===== src/rtl/sio_pkg.sv =====
package sio_pkg;

   typedef struct packed {
      logic rise;
      logic fall;
   } sck_evt_t;

   function automatic int unsigned idx_width(input int unsigned n);
      return (n < 2) ? 1 : $clog2(n);
   endfunction

endpackage


===== src/rtl/sio_sync.sv =====
module sio_sync #(
   parameter int   STAGES  = 2,
   parameter logic RST_VAL = 1'b1
) (
   input  logic clk,
   input  logic rst_n,
   input  logic d,
   output logic q
);

   generate
      if (STAGES < 2) begin : g_bad_stages
         $error("sio_sync: STAGES must be at least 2");
      end
   endgenerate

   logic [STAGES-1:0] chain;

   always_ff @(posedge clk or negedge rst_n) begin
      if (!rst_n) chain <= {STAGES{RST_VAL}};
      else        chain <= {chain[STAGES-2:0], d};
   end

   assign q = chain[STAGES-1];

endmodule


===== src/rtl/sio_fifo.sv =====
module sio_fifo #(
   parameter  int DATA_W = 8,
   parameter  int DEPTH  = 8,
   localparam int IDX_W  = sio_pkg::idx_width(DEPTH)
) (
   input  logic              clk,
   input  logic              rst_n,
   input  logic              host_we,
   input  logic              host_block,
   input  logic [IDX_W-1:0]  host_idx,
   input  logic [DATA_W-1:0] host_wdata,
   output logic [DATA_W-1:0] host_rdata,
   input  logic              eng_we,
   input  logic [IDX_W-1:0]  eng_widx,
   input  logic [DATA_W-1:0] eng_wdata,
   input  logic [IDX_W-1:0]  eng_ridx,
   output logic [DATA_W-1:0] eng_rdata
);

   generate
      if (DEPTH < 2 || (DEPTH & (DEPTH - 1)) != 0) begin : g_bad_depth
         $error("sio_fifo: DEPTH must be a power of two, at least 2");
      end
   endgenerate

   logic [DEPTH-1:0][DATA_W-1:0] mem;
   logic [DEPTH-1:0][DATA_W-1:0] mem_nx;

   // Engine writes win; host writes only land while the channel is idle.
   generate
      for (genvar g = 0; g < DEPTH; g++) begin : g_slot
         always_comb begin
            mem_nx[g] = mem[g];
            if (eng_we && eng_widx == IDX_W'(g))
               mem_nx[g] = eng_wdata;
            else if (host_we && !host_block && host_idx == IDX_W'(g))
               mem_nx[g] = host_wdata;
         end
      end
   endgenerate

   always_ff @(posedge clk or negedge rst_n) begin
      if (!rst_n) mem <= '0;
      else        mem <= mem_nx;
   end

   assign host_rdata = mem[host_idx];
   assign eng_rdata  = mem[eng_ridx];

   // host cannot change any slot during a transfer
   a_r2_frozen_while_busy: assert property (@(posedge clk) disable iff (!rst_n)
      (host_block && !eng_we) |=> $stable(mem));

endmodule


===== src/rtl/sio_sckgen.sv =====
module sio_sckgen import sio_pkg::*; #(
   parameter int DIV_W       = 4,
   parameter int SYNC_STAGES = 2
) (
   input  logic             clk,
   input  logic             rst_n,
   input  logic             master,
   input  logic             run,
   input  logic [DIV_W-1:0] div_half,
   input  logic             sck_pin,
   output logic             sck_q,
   output sck_evt_t         evt
);

   logic [DIV_W-1:0] cnt;
   logic             tick;
   logic             pin_s;
   logic             pin_p;

   // Controller role: divider toggles sck_q every div_half+1 cycles.
   always_ff @(posedge clk or negedge rst_n) begin
      if (!rst_n) begin
         cnt   <= '0;
         sck_q <= 1'b1;
      end else if (!run || !master) begin
         cnt   <= '0;
         sck_q <= 1'b1;
      end else if (cnt == div_half) begin
         cnt   <= '0;
         sck_q <= ~sck_q;
      end else begin
         cnt   <= cnt + 1'b1;
      end
   end

   assign tick = master && run && (cnt == div_half);

   // Follower role: synchronized pin clock with edge detect.
   sio_sync #(.STAGES(SYNC_STAGES), .RST_VAL(1'b1)) u_pin_sync (
      .clk   (clk),
      .rst_n (rst_n),
      .d     (sck_pin),
      .q     (pin_s)
   );

   always_ff @(posedge clk or negedge rst_n) begin
      if (!rst_n) pin_p <= 1'b1;
      else        pin_p <= pin_s;
   end

   always_comb begin
      if (master) begin
         evt.rise = tick && !sck_q;
         evt.fall = tick &&  sck_q;
      end else begin
         evt.rise = run &&  pin_s && !pin_p;
         evt.fall = run && !pin_s &&  pin_p;
      end
   end

endmodule


===== src/rtl/sio_engine.sv =====
module sio_engine import sio_pkg::*; #(
   parameter  int DATA_W = 8,
   parameter  int DEPTH  = 8,
   localparam int IDX_W  = idx_width(DEPTH),
   localparam int BIT_W  = idx_width(DATA_W)
) (
   input  logic              clk,
   input  logic              rst_n,
   input  logic              start,
   input  logic [IDX_W-1:0]  len,
   input  logic              cs_mode,
   input  logic              cs_s,
   input  sck_evt_t          evt,
   input  logic              sdi,
   input  logic [DATA_W-1:0] rd_data,
   output logic [IDX_W-1:0]  rd_idx,
   output logic              wr_en,
   output logic [IDX_W-1:0]  wr_idx,
   output logic [DATA_W-1:0] wr_data,
   output logic              busy,
   output logic              done,
   output logic              err,
   output logic              run,
   output logic              sdo
);

   generate
      if (DATA_W < 4) begin : g_bad_width
         $error("sio_engine: DATA_W must be at least 4");
      end
   endgenerate

   localparam logic [BIT_W-1:0] BIT_LAST = BIT_W'(DATA_W - 1);

   logic [IDX_W-1:0]  len_q;
   logic [IDX_W-1:0]  byte_idx;
   logic [BIT_W-1:0]  bitcnt;
   logic [DATA_W-1:0] tx;
   logic [DATA_W-2:0] rx;
   logic              cs_p;
   logic              abort;
   logic              byte_end;

   assign run      = busy && (!cs_mode || !cs_s);
   assign abort    = busy && cs_mode && cs_s && !cs_p;
   assign byte_end = busy && !abort && evt.rise && (bitcnt == BIT_LAST);

   assign rd_idx   = busy ? byte_idx + 1'b1 : '0;
   assign wr_en    = byte_end;
   assign wr_idx   = byte_idx;
   assign wr_data  = {rx, sdi};

   always_ff @(posedge clk or negedge rst_n) begin
      if (!rst_n) begin
         busy     <= 1'b0;
         done     <= 1'b0;
         err      <= 1'b0;
         len_q    <= '0;
         byte_idx <= '0;
         bitcnt   <= '0;
         tx       <= '0;
         rx       <= '0;
         sdo      <= 1'b1;
         cs_p     <= 1'b1;
      end else begin
         done <= 1'b0;
         cs_p <= cs_s;
         if (abort) begin
            busy <= 1'b0;
            err  <= 1'b1;
         end else if (!busy) begin
            if (start) begin
               busy     <= 1'b1;
               err      <= 1'b0;
               len_q    <= len;
               byte_idx <= '0;
               bitcnt   <= '0;
               tx       <= rd_data;
            end
         end else begin
            if (evt.fall) begin
               sdo <= tx[DATA_W-1];
               tx  <= {tx[DATA_W-2:0], 1'b0};
            end
            if (evt.rise) begin
               rx     <= {rx[DATA_W-3:0], sdi};
               bitcnt <= bitcnt + 1'b1;
               if (bitcnt == BIT_LAST) begin
                  bitcnt   <= '0;
                  byte_idx <= byte_idx + 1'b1;
                  tx       <= rd_data;
                  if (byte_idx == len_q) begin
                     busy <= 1'b0;
                     done <= 1'b1;
                  end
               end
            end
         end
      end
   end

   // byte pointer never passes the programmed count
   a_r3_idx_bound: assert property (@(posedge clk) disable iff (!rst_n)
      busy |-> (byte_idx <= len_q));

   // completion is a single-cycle pulse
   a_r8_done_single: assert property (@(posedge clk) disable iff (!rst_n)
      done |=> !done);

   // completion coincides with busy dropping
   a_r8_done_ends_busy: assert property (@(posedge clk) disable iff (!rst_n)
      done |-> $fell(busy));

   // error rises only with an abandoned block, never with completion
   a_r10_err_on_abort: assert property (@(posedge clk) disable iff (!rst_n)
      $rose(err) |-> ($fell(busy) && !done));

endmodule


===== src/rtl/sio_autoxfer.sv =====
module sio_autoxfer import sio_pkg::*; #(
   parameter  int DATA_W      = 8,
   parameter  int DEPTH       = 8,
   parameter  int DIV_W       = 4,
   parameter  int SYNC_STAGES = 2,
   localparam int IDX_W       = idx_width(DEPTH)
) (
   input  logic              clk,
   input  logic              rst_n,
   input  logic              host_we,
   input  logic [IDX_W-1:0]  host_idx,
   input  logic [DATA_W-1:0] host_wdata,
   output logic [DATA_W-1:0] host_rdata,
   input  logic [IDX_W-1:0]  xfer_len,
   input  logic              start,
   input  logic              master,
   input  logic              cs_mode,
   input  logic [DIV_W-1:0]  div_half,
   output logic              busy,
   output logic              done_irq,
   output logic              xfer_err,
   input  logic              cs_n,
   input  logic              sck_i,
   output logic              sck_o,
   output logic              sck_oe,
   input  logic              sdi,
   output logic              sdo,
   output logic              sdo_oe
);

   generate
      if (DIV_W < 1) begin : g_bad_div
         $error("sio_autoxfer: DIV_W must be at least 1");
      end
   endgenerate

   logic              cs_s;
   logic              run;
   sck_evt_t          evt;
   logic [IDX_W-1:0]  rd_idx;
   logic [DATA_W-1:0] rd_data;
   logic              wr_en;
   logic [IDX_W-1:0]  wr_idx;
   logic [DATA_W-1:0] wr_data;
   logic              drive_en;

   sio_sync #(.STAGES(SYNC_STAGES), .RST_VAL(1'b1)) u_cs_sync (
      .clk   (clk),
      .rst_n (rst_n),
      .d     (cs_n),
      .q     (cs_s)
   );

   sio_fifo #(.DATA_W(DATA_W), .DEPTH(DEPTH)) u_fifo (
      .clk        (clk),
      .rst_n      (rst_n),
      .host_we    (host_we),
      .host_block (busy),
      .host_idx   (host_idx),
      .host_wdata (host_wdata),
      .host_rdata (host_rdata),
      .eng_we     (wr_en),
      .eng_widx   (wr_idx),
      .eng_wdata  (wr_data),
      .eng_ridx   (rd_idx),
      .eng_rdata  (rd_data)
   );

   sio_sckgen #(.DIV_W(DIV_W), .SYNC_STAGES(SYNC_STAGES)) u_sckgen (
      .clk      (clk),
      .rst_n    (rst_n),
      .master   (master),
      .run      (run),
      .div_half (div_half),
      .sck_pin  (sck_i),
      .sck_q    (sck_o),
      .evt      (evt)
   );

   sio_engine #(.DATA_W(DATA_W), .DEPTH(DEPTH)) u_engine (
      .clk      (clk),
      .rst_n    (rst_n),
      .start    (start),
      .len      (xfer_len),
      .cs_mode  (cs_mode),
      .cs_s     (cs_s),
      .evt      (evt),
      .sdi      (sdi),
      .rd_data  (rd_data),
      .rd_idx   (rd_idx),
      .wr_en    (wr_en),
      .wr_idx   (wr_idx),
      .wr_data  (wr_data),
      .busy     (busy),
      .done     (done_irq),
      .err      (xfer_err),
      .run      (run),
      .sdo      (sdo)
   );

   assign drive_en = !cs_mode || !cs_s;
   assign sck_oe   = master && drive_en;
   assign sdo_oe   = drive_en;

   // generated clock sits high whenever no transfer is running
   a_r5_idle_high: assert property (@(posedge clk) disable iff (!rst_n)
      (!busy && !$past(busy)) |-> sck_o);

   // no bit is written back while select holds the channel off
   a_r9_no_write_gated: assert property (@(posedge clk) disable iff (!rst_n)
      (cs_mode && cs_s && $past(cs_s)) |-> !wr_en);

endmodule


===== config.mk =====
export PLATFORM = sky130hd
export DESIGN_NAME = sio_autoxfer
export DESIGN_NICKNAME = d
export VERILOG_FILES = /design/src/rtl/sio_pkg.sv /design/src/rtl/sio_sync.sv /design/src/rtl/sio_fifo.sv /design/src/rtl/sio_sckgen.sv /design/src/rtl/sio_engine.sv /design/src/rtl/sio_autoxfer.sv
export SDC_FILE = /design/constraint.sdc
export NUM_CORES = 1
export LEC_CHECK = 0
export ABC_AREA = 1
export ABC_CLOCK_PERIOD_IN_PS = 6740
export CORE_ASPECT_RATIO = 1.75
export CORE_MARGIN = 2
export CORE_UTILIZATION = 50
export CTS_BUF_LIST = sky130_fd_sc_hd__clkbuf_2 sky130_fd_sc_hd__clkbuf_4 sky130_fd_sc_hd__clkbuf_8
export DETAILED_ROUTE_END_ITERATION = 10
export PLACE_DENSITY = 0.7
export SLEW_MARGIN = 30
export SYNTH_ARGS = -nofsm -noshare
export SYNTH_HDL_FRONTEND = slang
export SYNTH_SLANG_ARGS = --single-unit

===== constraint.sdc =====
create_clock -name clk -period 6.74 [get_ports clk]
set_clock_uncertainty 0.15 [all_clocks]
set_input_delay 0.674 -clock clk [delete_from_list [all_inputs] [get_ports clk]]
set_output_delay 0.674 -clock clk [all_outputs]
set_load 0.1 [all_outputs]

# Word-level counts from Yosys, hierarchy flattened
# Index checks and enable logic that the tools add are counted.
[op_classes] addsub=3 order_cmp=2 eq_ne=20 muxes=52 n_bitwise=3 n_reduce_logical=65
[op_table] op="8-bit two-way mux" n=23
[op_table] op="8-bit binary-select mux with 3-bit select" n=2
[op_table] op="1-bit logical AND" n=33
[op_table] op="3-bit == test (second input constant)" n=9
[op_table] op="3-bit two-way mux" n=8
[op_table] op="2-bit nonzero test" n=11
[op_table] op="1-bit two-way mux" n=16
[op_table] op="3-bit by 2-bit == test with 1-bit output (second input constant)" n=4
[op_table] op="3-bit AND reduction" n=4
[op_table] op="1-bit zero test" n=10
[op_table] op="3-bit by 4-bit < comparator with 1-bit output (second input constant)" n=2
[op_table] op="4-bit two-way mux" n=2
[op_table] op="3-bit by 1-bit adder with 3-bit output (second input constant)" n=2
[op_table] op="3-bit by 1-bit == test with 1-bit output (second input constant)" n=2
[op_table] op="3-bit zero test" n=2
[op_table] op="4-bit by 1-bit adder with 4-bit output (second input constant)" n=1
[op_table] op="4-bit == test" n=1
[op_table] op="2-bit != test (second input constant)" n=2
[op_table] op="2-bit AND reduction" n=2
[op_table] op="4-bit AND reduction" n=1
[op_table] op="3-bit == test" n=1
[op_table] op="1-bit inverter" n=3
[op_table] op="1-bit logical OR" n=2
[op_table] op="2-bit two-way mux" n=1
[op_table] op="2-bit by 1-bit != test with 1-bit output (second input constant)" n=1
[word_totals] reg_bits=103 in_bits=27 word_cells=168

# Logic depth before layout (Yosys ltp)
# Gate-level depths: netlist (run 1).
[logic_depth] depth_word=11 depth_mapped=14

# Modules after synthesis
# From an unflattened synthesis (run 1), not the netlist that was laid out.
[unflattened] cells_unflattened=1175 area_unflattened_um2=7159.4
[by_module_without_submodules] module="sio_fifo" instances=1 cells_each=918 area_per_inst_um2=5114.9
[by_module_without_submodules] module="sio_engine" instances=1 cells_each=196 area_per_inst_um2=1541.5
[by_module_without_submodules] module="sio_sckgen" instances=1 cells_each=54 area_per_inst_um2=381.6
[by_module_without_submodules] module="sio_sync" instances=2 cells_each=2 area_per_inst_um2=52.6
[by_module_without_submodules] module="sio_autoxfer" instances=1 cells_each=3 area_per_inst_um2=16.3

# Least setup slack after synthesis (run 1)
# No wires, ideal clock.
[synth_path] path_kind="input -> output" from="in host_idx[0]" to="out host_rdata[4]" arrival_ns=3.446 path_slack_ns=2.470 cell_stages=6 path_buffers=1 path_cell_list="inv_1 nand2_1 inv_1 clkbuf_1 a221oi_1 o21ai_0"
[synth_via] elab_chain_cells=2
[synth_lines] item="start, declared" line="sio_autoxfer.sv:11" text="input logic [IDX_W-1:0] host_idx,"
[synth_lines] item="8-bit binary-select mux with 3-bit select" line="sio_fifo.sv:47" text="assign host_rdata = mem[host_idx];"
[synth_lines] item="8-bit two-way mux (not written as such)" line="sio_fifo.sv:47"
[synth_lines] item="end, declared" line="sio_autoxfer.sv:13" text="output logic [DATA_W-1:0] host_rdata,"
# No other way between the ends. The select of a mux whose other input is x is not followed.

# Worst setup path in the final report (run 1)
[layout_path] from="in host_idx[1]" to="out host_rdata[1]"
# Same word-level chain as after synthesis.

==> impl_metrics.prom, run 1 <==
# TYPE chip_impl_metric gauge
chip_impl_info{name="result_of_the_run",value="finished, final reports clean"} 1
chip_impl_metric{name="synth_seq_cells",unit=""} 103
chip_impl_metric{name="ios",unit=""} 42
chip_impl_info{name="setup.worst_path.end_class",value="output pin"} 1
chip_impl_metric{name="via_per_inst",unit=""} 5.932
chip_impl_metric{name="die-height",unit="um"} 148.6
chip_impl_metric{name="synthToLayoutAreaGrowth",unit="%"} 10.72
chip_impl_metric{name="finalWorstPathRequiredPeriod",unit="ns"} 4.399
chip_impl_metric{name="clkSlewWorstSetupHoldPaths",unit="ns"} 0.11
chip_impl_metric{name="synth-edff-count",unit=""} 0
chip_impl_metric{name="internal_dissipation",unit="mW"} 1.224
chip_impl_metric{name="maximum_number_of_pins_on_one_net_before_global_route_repair",unit=""} 67
chip_impl_metric{name="clk-insertion-delay-late",unit="ns"} 0.39
chip_impl_metric{name="initial_utilization",unit="%"} 51.59
chip_impl_info{name="synthDominantAreaCellType",value="sky130_fd_sc_hd__dfrtp_1"} 1
chip_impl_metric{name="tightestPinTransition",unit="ns"} 0.9907
chip_impl_info{name="cpLargestDelayFamily",value="buffers and inverters"} 1
chip_impl_metric{name="relative_slew_slack",unit="%"} 33.75
chip_impl_metric{name="wl_per_cell",unit="um"} 20.40
chip_impl_metric{name="critical_path_cell_count",unit=""} 9
chip_impl_info{name="ys.flop_type",value="sky130_fd_sc_hd__dfrtp_1"} 1
chip_impl_metric{name="cts_max_level",unit=""} 3
chip_impl_metric{name="finalWeightedCongestion",unit=""} 1.059
chip_impl_metric{name="final_hold_viol_count",unit=""} 0
chip_impl_metric{name="first_pass_grt_wire_length",unit="um"} 31390
chip_impl_metric{name="drtIter0Drc",unit=""} 443
chip_impl_metric{name="detail_route.first_pass.iterations",unit=""} 5
chip_impl_metric{name="worstPathBufferInverterCount",unit=""} 4
chip_impl_info{name="leading_cell_types_in_the_layout_fill_and_taps_excluded",value="sky130_fd_sc_hd__nand2_1, sky130_fd_sc_hd__nand3_1, sky130_fd_sc_hd__dfrtp_1, sky130_fd_sc_hd__inv_1, sky130_fd_sc_hd__clkdlybuf4s50_1"} 1
chip_impl_metric{name="fmax",unit="MHz"} 227.3
chip_impl_metric{name="synthesis.area",unit="mm2"} 0.005974
chip_impl_metric{name="fillers",unit=""} 1118
chip_impl_metric{name="final.setup.tns",unit="ns"} 0
chip_impl_metric{name="static-leakage-power",unit="nW"} 3.158
chip_impl_info{name="min_path_type",value="primary input to asynchronous set/reset pin"} 1
chip_impl_info{name="worst_setup_path_start_kind",value="primary input"} 1
chip_impl_metric{name="global_route.overflow_total",unit=""} 0
chip_impl_metric{name="postCtsSetupRepairBufs",unit=""} 0
chip_impl_metric{name="synth_area_per_cell",unit="um2"} 7.349
chip_impl_metric{name="fin_area",unit="mm2"} 0.006615
chip_impl_metric{name="post_synth_num_cell_types",unit=""} 40
chip_impl_info{name="launching_element_of_the_worst_setup_path",value="host_idx[1]"} 1
chip_impl_metric{name="power.ir.vdd_worst",unit="mV"} 0.1893
chip_impl_metric{name="required_time_worst_endpoint",unit="ns"} 5.92
chip_impl_info{name="synth.top_cells.by_area",value="sky130_fd_sc_hd__dfrtp_1, sky130_fd_sc_hd__nand2_1, sky130_fd_sc_hd__nand3_1"} 1
chip_impl_metric{name="global_route.usage.total",unit="%"} 32.64
chip_impl_metric{name="sw_frac_of_total",unit="%"} 46.96
chip_impl_metric{name="whs",unit="ns"} 0.08037
chip_impl_metric{name="synth_top_cell_area_share",unit="%"} 39.79
chip_impl_metric{name="place_ws",unit="ns"} 2.119
chip_impl_metric{name="yosys_warnings",unit=""} 0
chip_impl_metric{name="maxCapViolations",unit=""} 0
chip_impl_metric{name="max-clock-path-buffers",unit=""} 2
chip_impl_metric{name="core_area",unit="mm2"} 0.01158
chip_impl_metric{name="clkSinkCount",unit=""} 103
chip_impl_metric{name="place_area",unit="mm2"} 0.006429
chip_impl_metric{name="critPathMaxFanout",unit=""} 13
chip_impl_info{name="crit-reg2reg-launch",value="u_engine.wr_idx[0]$_DFFE_PN0P_"} 1
chip_impl_metric{name="remaining_drc_errors",unit=""} 0
chip_impl_metric{name="synth.net_count",unit=""} 849
chip_impl_metric{name="power.density_cell_area",unit="mW/mm2"} 348.9
chip_impl_metric{name="share_seq_of_total_power",unit="%"} 43.5
chip_impl_metric{name="power.share.combinational",unit="%"} 40.0
chip_impl_info{name="cpMaxStageDelayCell",value="sky130_fd_sc_hd__clkdlybuf4s50_1"} 1
chip_impl_metric{name="antenna_left",unit=""} 0
chip_impl_metric{name="power.clock.fraction",unit="%"} 16.5
chip_impl_metric{name="fraction_of_final_layout_cells_with_drive_strength_greater_than_1",unit="%"} 7.372
chip_impl_metric{name="setup.reg_to_reg.worst_slack",unit="ns"} 3.74
chip_impl_info{name="tritoncts",value="done"} 1
chip_impl_metric{name="syn-instance-count",unit=""} 813
chip_impl_metric{name="grt_pass1_vias",unit=""} 5804
chip_impl_info{name="crit_path_cell_trace",value="clkdlybuf4s50_1, inv_1, nand2_1, inv_1, nand2_1, o21ai_0, a21oi_1, a32oi_1, clkdlybuf4s50_1"} 1
chip_impl_metric{name="setup_ws",unit="ns"} 2.341
chip_impl_metric{name="die_area",unit="mm2"} 0.01287
chip_impl_metric{name="tritoncts.num_buffers",unit=""} 9
chip_impl_metric{name="async_flop_share",unit="%"} 100.0
chip_impl_metric{name="num_vias",unit=""} 5790
chip_impl_metric{name="antenna_fix_cells",unit=""} 0
chip_impl_metric{name="arrival",unit="ns"} 3.58
chip_impl_metric{name="seq_area_frac_synth",unit="%"} 43.31
chip_impl_metric{name="critPathMaxStageDelay",unit="ns"} 1.19
chip_impl_metric{name="post_cts.resized_instances",unit=""} 0
chip_impl_metric{name="reg2reg_depth",unit=""} 9
chip_impl_info{name="clock-root-buffer",value="sky130_fd_sc_hd__clkbuf_8"} 1
chip_impl_metric{name="post-route-period-util",unit="%"} 65.27
chip_impl_metric{name="rows",unit=""} 52
chip_impl_metric{name="number_of_antenna_violations_at_the_first_check_in_global_routing",unit=""} 0
chip_impl_info{name="capturing_instance_or_port_of_the_critical_path",value="host_rdata[1]"} 1
chip_impl_info{name="timing_worst_setup_path_type",value="primary input to output pin"} 1
chip_impl_metric{name="routed_wirelength",unit="um"} 19910
chip_impl_info{name="rsz0062_at_grt",value="false"} 1
chip_impl_metric{name="hpwl",unit="um"} 15190
chip_impl_metric{name="postCtsHoldBufs",unit=""} 0
chip_impl_metric{name="report.final.slew_viol_count",unit=""} 0
chip_impl_metric{name="final_net_count",unit=""} 872
chip_impl_metric{name="io_buffer_count",unit=""} 41
chip_impl_metric{name="floorplan.die.width",unit="um"} 86.63
chip_impl_info{name="mostFrequentLayoutCell",value="sky130_fd_sc_hd__nand2_1"} 1
chip_impl_metric{name="setup_viol",unit=""} 0
chip_impl_info{name="critical_path.reg2reg.endpoint",value="u_engine.tx[0]$_DFFE_PN0P_"} 1
chip_impl_metric{name="netSwitchingPower",unit="mW"} 1.084
## power by group through the flow
| stage | registers [mW] | clock network, mW | logic [mW] |
|---|---|---|---|
| global placement | 1.00 | 0 | 0.899 |
| CTS | 0.996 | 0.386 | 0.917 |
| global route | 1.02 | 0.409 | 1.02 |
| detailed placement | 1.01 | 0 | 0.914 |
| finish | 1.00 | 0.380 | 0.923 |
| floorplan | 0.915 | 0 | 0.679 |
## cell families (layout without fill, tap and decap cells)
| family | count (synthesis) | in the layout | share of synthesized area [%] |
|---|---|---|---|
| and+or+nand+nor | 492 | 492 | 36.80 |
| buffers and inverters | 113 | 141 | 7.791 |
| DFF | 103 | 103 | 43.31 |
| AOI/OAI and AO/OA | 90 | 90 | 9.215 |
| adders and majority gates | 9 | 9 | 1.885 |
| xor gates and xnor gates | 3 | 3 | 0.4399 |
| muxes | 3 | 3 | 0.5654 |
## registers in the layout, indices dropped and copies added (netlist names), 2 cells and up
| name | count |
|---|---|
| u_cs_sync.chain | 2 |
| u_engine.bitcnt | 3 |
| u_engine.len_q | 3 |
| u_engine.rx | 7 |
| u_engine.tx | 8 |
| u_engine.wr_idx | 3 |
| u_fifo.mem | 64 |
| u_sckgen.cnt | 4 |
| u_sckgen.u_pin_sync.chain | 2 |
## layer usage
layer	share of wire [%]	wire, um	GRT usage [%]	vias to the layer above
met1	36	7219	37.35	2697
met2	48	9557	52.77	298
met3	6.0	1192	4.329	80
met5	0	0	0	-
li1	-	-	-	2715
met4	9.7	1940	27.58	0
## cell usage after synthesis (4+ instances only)
cell	instances
sky130_fd_sc_hd__o22ai_1	6
sky130_fd_sc_hd__o21ai_0	38
sky130_fd_sc_hd__dfrtp_1	95
sky130_fd_sc_hd__ha_1	9
sky130_fd_sc_hd__nand2_1	269
sky130_fd_sc_hd__nor2_2	8
sky130_fd_sc_hd__clkbuf_1	10
sky130_fd_sc_hd__buf_1	8
sky130_fd_sc_hd__a21oi_1	11
sky130_fd_sc_hd__inv_1	71
sky130_fd_sc_hd__buf_2	14
sky130_fd_sc_hd__nor2_1	35
sky130_fd_sc_hd__o211ai_1	11
sky130_fd_sc_hd__nand4_4	4
sky130_fd_sc_hd__a221oi_1	4
sky130_fd_sc_hd__nand3_1	161
sky130_fd_sc_hd__dfstp_2	8
sky130_fd_sc_hd__inv_2	4
sky130_fd_sc_hd__a22oi_1	8
## worst min path at each step
stage / start / to / slack, ns / depth (start not counted)
after floorplan: u_cs_sync.chain[0]$_DFF_PN1_ / u_cs_sync.chain[1]$_DFF_PN1_ / 0.20 / 0
after global placement: u_cs_sync.chain[0]$_DFF_PN1_ / u_cs_sync.chain[1]$_DFF_PN1_ / 0.20 / 0
after detailed placement: u_sckgen.u_pin_sync.chain[0]$_DFF_PN1_ / u_sckgen.u_pin_sync.chain[1]$_DFF_PN1_ / 0.20 / 0
after CTS: rst_n / u_engine.len_q[1]$_DFFE_PN0P_ / 0.09 / 1
after global routing: rst_n / u_engine.len_q[1]$_DFFE_PN0P_ / 0.1 / 1
final: rst_n / u_engine.rx[2]$_DFFE_PN0P_ / 0.08 / 1
## worst register-to-register path, stage by stage, from the launching register on
cell                       delay [ns]
sky130_fd_sc_hd__dfrtp_1         0.48
sky130_fd_sc_hd__inv_1           0.07
sky130_fd_sc_hd__buf_4           0.20
sky130_fd_sc_hd__ha_1            0.30
sky130_fd_sc_hd__nand2_1         0.48
sky130_fd_sc_hd__clkinv_1        0.48
sky130_fd_sc_hd__o21ai_0         0.19
sky130_fd_sc_hd__o22ai_1         0.09
sky130_fd_sc_hd__o21ai_0         0.31
sky130_fd_sc_hd__o22ai_1         0.13
## cell type report
type	instances	area [um2]	share of cell area, %
clock inverter	6	52.55	0.7944
multi-input combinational	597	2924	44.20
tap	135	168.9	2.553
clock buffer	10	131.4	1.986
inverter	80	312.8	4.729
sequential	103	2587	39.11
timing repair buffer	45	437.9	6.620
## through the flow
step	power [mW]	utilization (%)	cells
finish	2.308	57.12	976
global route	2.452	57.12	976
CTS	2.299	57.10	976
detailed placement	1.921	55.51	960
global placement	1.903	55.51	960
floorplan	1.594	-	813
No activity file was read; power rests on OpenSTA's default activity.
==> inputs of run 2 (changes only) <==
Settings changed: ABC_CLOCK_PERIOD_IN_PS 6740 to 3830, PLACE_DENSITY 0.7 to 0.72.
Clock period 6.74 ns to 3.83 ns, I/O delays scaled along.
==> run 2 against run 1 <==
Routed wire length increased by 2.7%. Total power up 78%. Cell count grew 0.31%. Design area grew 0.51%. Via count rose by 2.2%. Critical path depth shrank 1. Flip-flop and latch count did not move. Worst hold slack improved by 0.14 ns. Register-to-register slack lost 2.7 ns. Worst setup slack got worse by 1.4 ns. Global-route usage is 0.61 points higher. Critical endpoint is now host_rdata[6]. Largest cell class unchanged. Largest power group unchanged.
==> impl_metrics.prom, run 2 (synthesized netlist as in run 1, its figures left out) <==
# TYPE chip_impl_metric gauge
chip_impl_info{name="result_of_the_run",value="finished, final reports clean"} 1
chip_impl_metric{name="power.share.combinational",unit="%"} 40.5
chip_impl_metric{name="final_hold_viol_count",unit=""} 0
chip_impl_metric{name="cts_max_level",unit=""} 3
chip_impl_metric{name="hpwl",unit="um"} 15230
chip_impl_metric{name="die-height",unit="um"} 148.6
chip_impl_metric{name="clkSinkCount",unit=""} 103
chip_impl_metric{name="routed-wl-met2",unit="um"} 10350
chip_impl_metric{name="antenna_fix_cells",unit=""} 0
chip_impl_info{name="top_flop_regs",value="u_fifo.mem x64, u_engine.tx x8, u_engine.rx x7"} 1
chip_impl_metric{name="power.density_cell_area",unit="mW/mm2"} 617.4
chip_impl_metric{name="required_time_worst_endpoint",unit="ns"} 3.30
chip_impl_metric{name="rows",unit=""} 52
chip_impl_metric{name="remaining_drc_errors",unit=""} 0
chip_impl_metric{name="number_of_antenna_violations_at_the_first_check_in_global_routing",unit=""} 0
chip_impl_metric{name="relative_slew_slack",unit="%"} 34.72
chip_impl_metric{name="setup.reg_to_reg.worst_slack",unit="ns"} 1.04
chip_impl_metric{name="setup_viol",unit=""} 0
chip_impl_metric{name="core_area",unit="mm2"} 0.01158
chip_impl_metric{name="clk-insertion-delay-late",unit="ns"} 0.38
chip_impl_metric{name="clkSlewWorstSetupHoldPaths",unit="ns"} 0.11
chip_impl_metric{name="power.clock.fraction",unit="%"} 15.8
chip_impl_metric{name="maxCapViolations",unit=""} 0
chip_impl_metric{name="antenna_left",unit=""} 0
chip_impl_metric{name="finalWorstPathRequiredPeriod",unit="ns"} 2.909
chip_impl_info{name="critical-path-top-cell-by-count",value="sky130_fd_sc_hd__nand2_1"} 1
chip_impl_info{name="tritoncts",value="done"} 1
chip_impl_info{name="highest_layer",value="met4"} 1
chip_impl_metric{name="tritoncts.num_buffers",unit=""} 9
chip_impl_metric{name="global_route.usage.total",unit="%"} 33.24
chip_impl_metric{name="routedLengthMet1",unit="um"} 7203
chip_impl_metric{name="ios",unit=""} 42
chip_impl_info{name="worst_setup_path_start_kind",value="primary input"} 1
chip_impl_info{name="cpMaxStageDelayCell",value="sky130_fd_sc_hd__clkdlybuf4s50_1"} 1
chip_impl_metric{name="utilization",unit="%"} 57.41
chip_impl_metric{name="routed_wirelength",unit="um"} 20440
chip_impl_metric{name="post_cts.resized_instances",unit=""} 0
chip_impl_info{name="crit_path_cell_trace",value="clkdlybuf4s50_1, nand2_1, inv_1, nand2_1, nand4_1, nor2_1, a31oi_1, buf_12"} 1
chip_impl_metric{name="synthToLayoutAreaGrowth",unit="%"} 11.29
chip_impl_metric{name="post-route-period-util",unit="%"} 75.96
chip_impl_metric{name="place_ws",unit="ns"} 0.9677
chip_impl_metric{name="detailroute.wirelength.met3",unit="um"} 1490
chip_impl_info{name="rsz0062_at_grt",value="false"} 1
chip_impl_info{name="leading_cell_types_in_the_layout_fill_and_taps_excluded",value="sky130_fd_sc_hd__nand2_1, sky130_fd_sc_hd__nand3_1, sky130_fd_sc_hd__dfrtp_1, sky130_fd_sc_hd__inv_1, sky130_fd_sc_hd__o21ai_0"} 1
chip_impl_metric{name="arrival",unit="ns"} 2.38
chip_impl_info{name="cpLargestDelayFamily",value="buffers and inverters"} 1
chip_impl_metric{name="max-clock-path-buffers",unit=""} 2
chip_impl_metric{name="netSwitchingPower",unit="mW"} 1.943
chip_impl_metric{name="maximum_number_of_pins_on_one_net_before_global_route_repair",unit=""} 81
chip_impl_metric{name="final.setup.tns",unit="ns"} 0
chip_impl_metric{name="fmax",unit="MHz"} 343.7
chip_impl_metric{name="setup_ws",unit="ns"} 0.9209
chip_impl_metric{name="flip_flop_count_of_the_largest_register_after_layout",unit=""} 64
chip_impl_metric{name="static-leakage-power",unit="nW"} 3.200
chip_impl_metric{name="io_buffer_count",unit=""} 41
chip_impl_metric{name="critPathMaxStageDelay",unit="ns"} 0.52
chip_impl_metric{name="fraction_of_final_layout_cells_with_drive_strength_greater_than_1",unit="%"} 8.531
chip_impl_metric{name="initial_utilization",unit="%"} 51.59
chip_impl_metric{name="detail_route.first_pass.iterations",unit=""} 5
chip_impl_info{name="setup.worst_path.end_class",value="output pin"} 1
chip_impl_metric{name="tightestPinTransition",unit="ns"} 0.9762
chip_impl_metric{name="via_per_inst",unit=""} 6.047
chip_impl_metric{name="internal_dissipation",unit="mW"} 2.162
chip_impl_info{name="clock-root-buffer",value="sky130_fd_sc_hd__clkbuf_8"} 1
chip_impl_metric{name="power.ir.vdd_worst",unit="mV"} 0.3703
chip_impl_metric{name="floorplan.die.width",unit="um"} 86.63
chip_impl_metric{name="drtIter0Drc",unit=""} 568
chip_impl_metric{name="wl_per_cell",unit="um"} 20.88
chip_impl_info{name="max_flop_register",value="u_fifo.mem"} 1
chip_impl_metric{name="share_seq_of_total_power",unit="%"} 43.6
chip_impl_info{name="min_path_type",value="flop to flop"} 1
chip_impl_metric{name="final_net_count",unit=""} 875
chip_impl_metric{name="worstPathBufferInverterCount",unit=""} 3
chip_impl_info{name="timing_worst_setup_path_type",value="primary input to output pin"} 1
chip_impl_metric{name="report.final.slew_viol_count",unit=""} 0
chip_impl_metric{name="global_route.overflow_total",unit=""} 0
chip_impl_metric{name="sw_frac_of_total",unit="%"} 47.34
chip_impl_metric{name="grt_pass1_vias",unit=""} 5725
chip_impl_info{name="mostFrequentLayoutCell",value="sky130_fd_sc_hd__nand2_1"} 1
chip_impl_metric{name="die_area",unit="mm2"} 0.01287
chip_impl_metric{name="critPathMaxFanout",unit=""} 11
chip_impl_metric{name="num_vias",unit=""} 5920
chip_impl_metric{name="finalWeightedCongestion",unit=""} 1.027
chip_impl_metric{name="first_pass_grt_wire_length",unit="um"} 31750
## run 2: area by class of cell
type | count | area [um2]
fill | 1097 | 4932
inverter | 80 | 312.8
timing repair buffer | 48 | 481.7
sequential | 103 | 2587
tap | 135 | 168.9
multi-input combinational | 597 | 2922
clock buffer | 9 | 123.9
clock inverter | 7 | 52.55
## run 2: path summary, 6_finish.rpt
check / startpoint / endpoint / depth (start not counted)
setup reg to reg: u_engine.wr_idx[2]$_DFFE_PN0P_ / u_engine.tx[4]$_DFFE_PN0P_ / 12
min in group asynchronous: rst_n / u_sckgen.cnt[3]$_DFF_PN0_ / 2
hold reg to reg: u_sckgen.u_pin_sync.chain[0]$_DFF_PN1_ / u_sckgen.u_pin_sync.chain[1]$_DFF_PN1_ / 0
hold / removal: u_sckgen.u_pin_sync.chain[0]$_DFF_PN1_ / u_sckgen.u_pin_sync.chain[1]$_DFF_PN1_ / 0
setup / recovery: host_idx[1] / host_rdata[6] / 8
max in group asynchronous: rst_n / u_engine.sdo$_DFFE_PN1P_ / 3
## run 2: repair_timing
| item | CTS | global route |
|---|---|---|
| hold buffers | 1 | 0 |
| endpoints found under the hold margin | 72 | 0 |
| setup buffers | 0 | 0 |
## run 2: metal layers
metal  up-vias  GRT usage (%)
met5         -              0
met1      2807          38.38
li1       2732              -
met4         0          18.67
met2       309          57.58
met3        72          5.050
## run 2: power groups by stage
stage / Clock, mW / Combinational (mW) / Sequential [mW]
floorplan: 0 / 1.19 / 1.61
global placement: 0 / 1.61 / 1.80
detailed placement: 0 / 1.65 / 1.80
CTS: 0.665 / 1.65 / 1.78
global route: 0.713 / 1.82 / 1.81
finish: 0.651 / 1.66 / 1.79
## run 2: metrics by stage
stage                     std cells  instance area (um2)  hold slack [ns]  total power [mW]
final                           979                 6649           0.2169             4.105
after global routing            979                 6649           0.2233             4.345
after detailed placement        962                 6462           0.2042             3.445
after CTS                       979                 6649           0.2201             4.093
after floorplan                 813                 5974         -0.06259             2.805
after global placement          962                 6459           0.1969             3.406
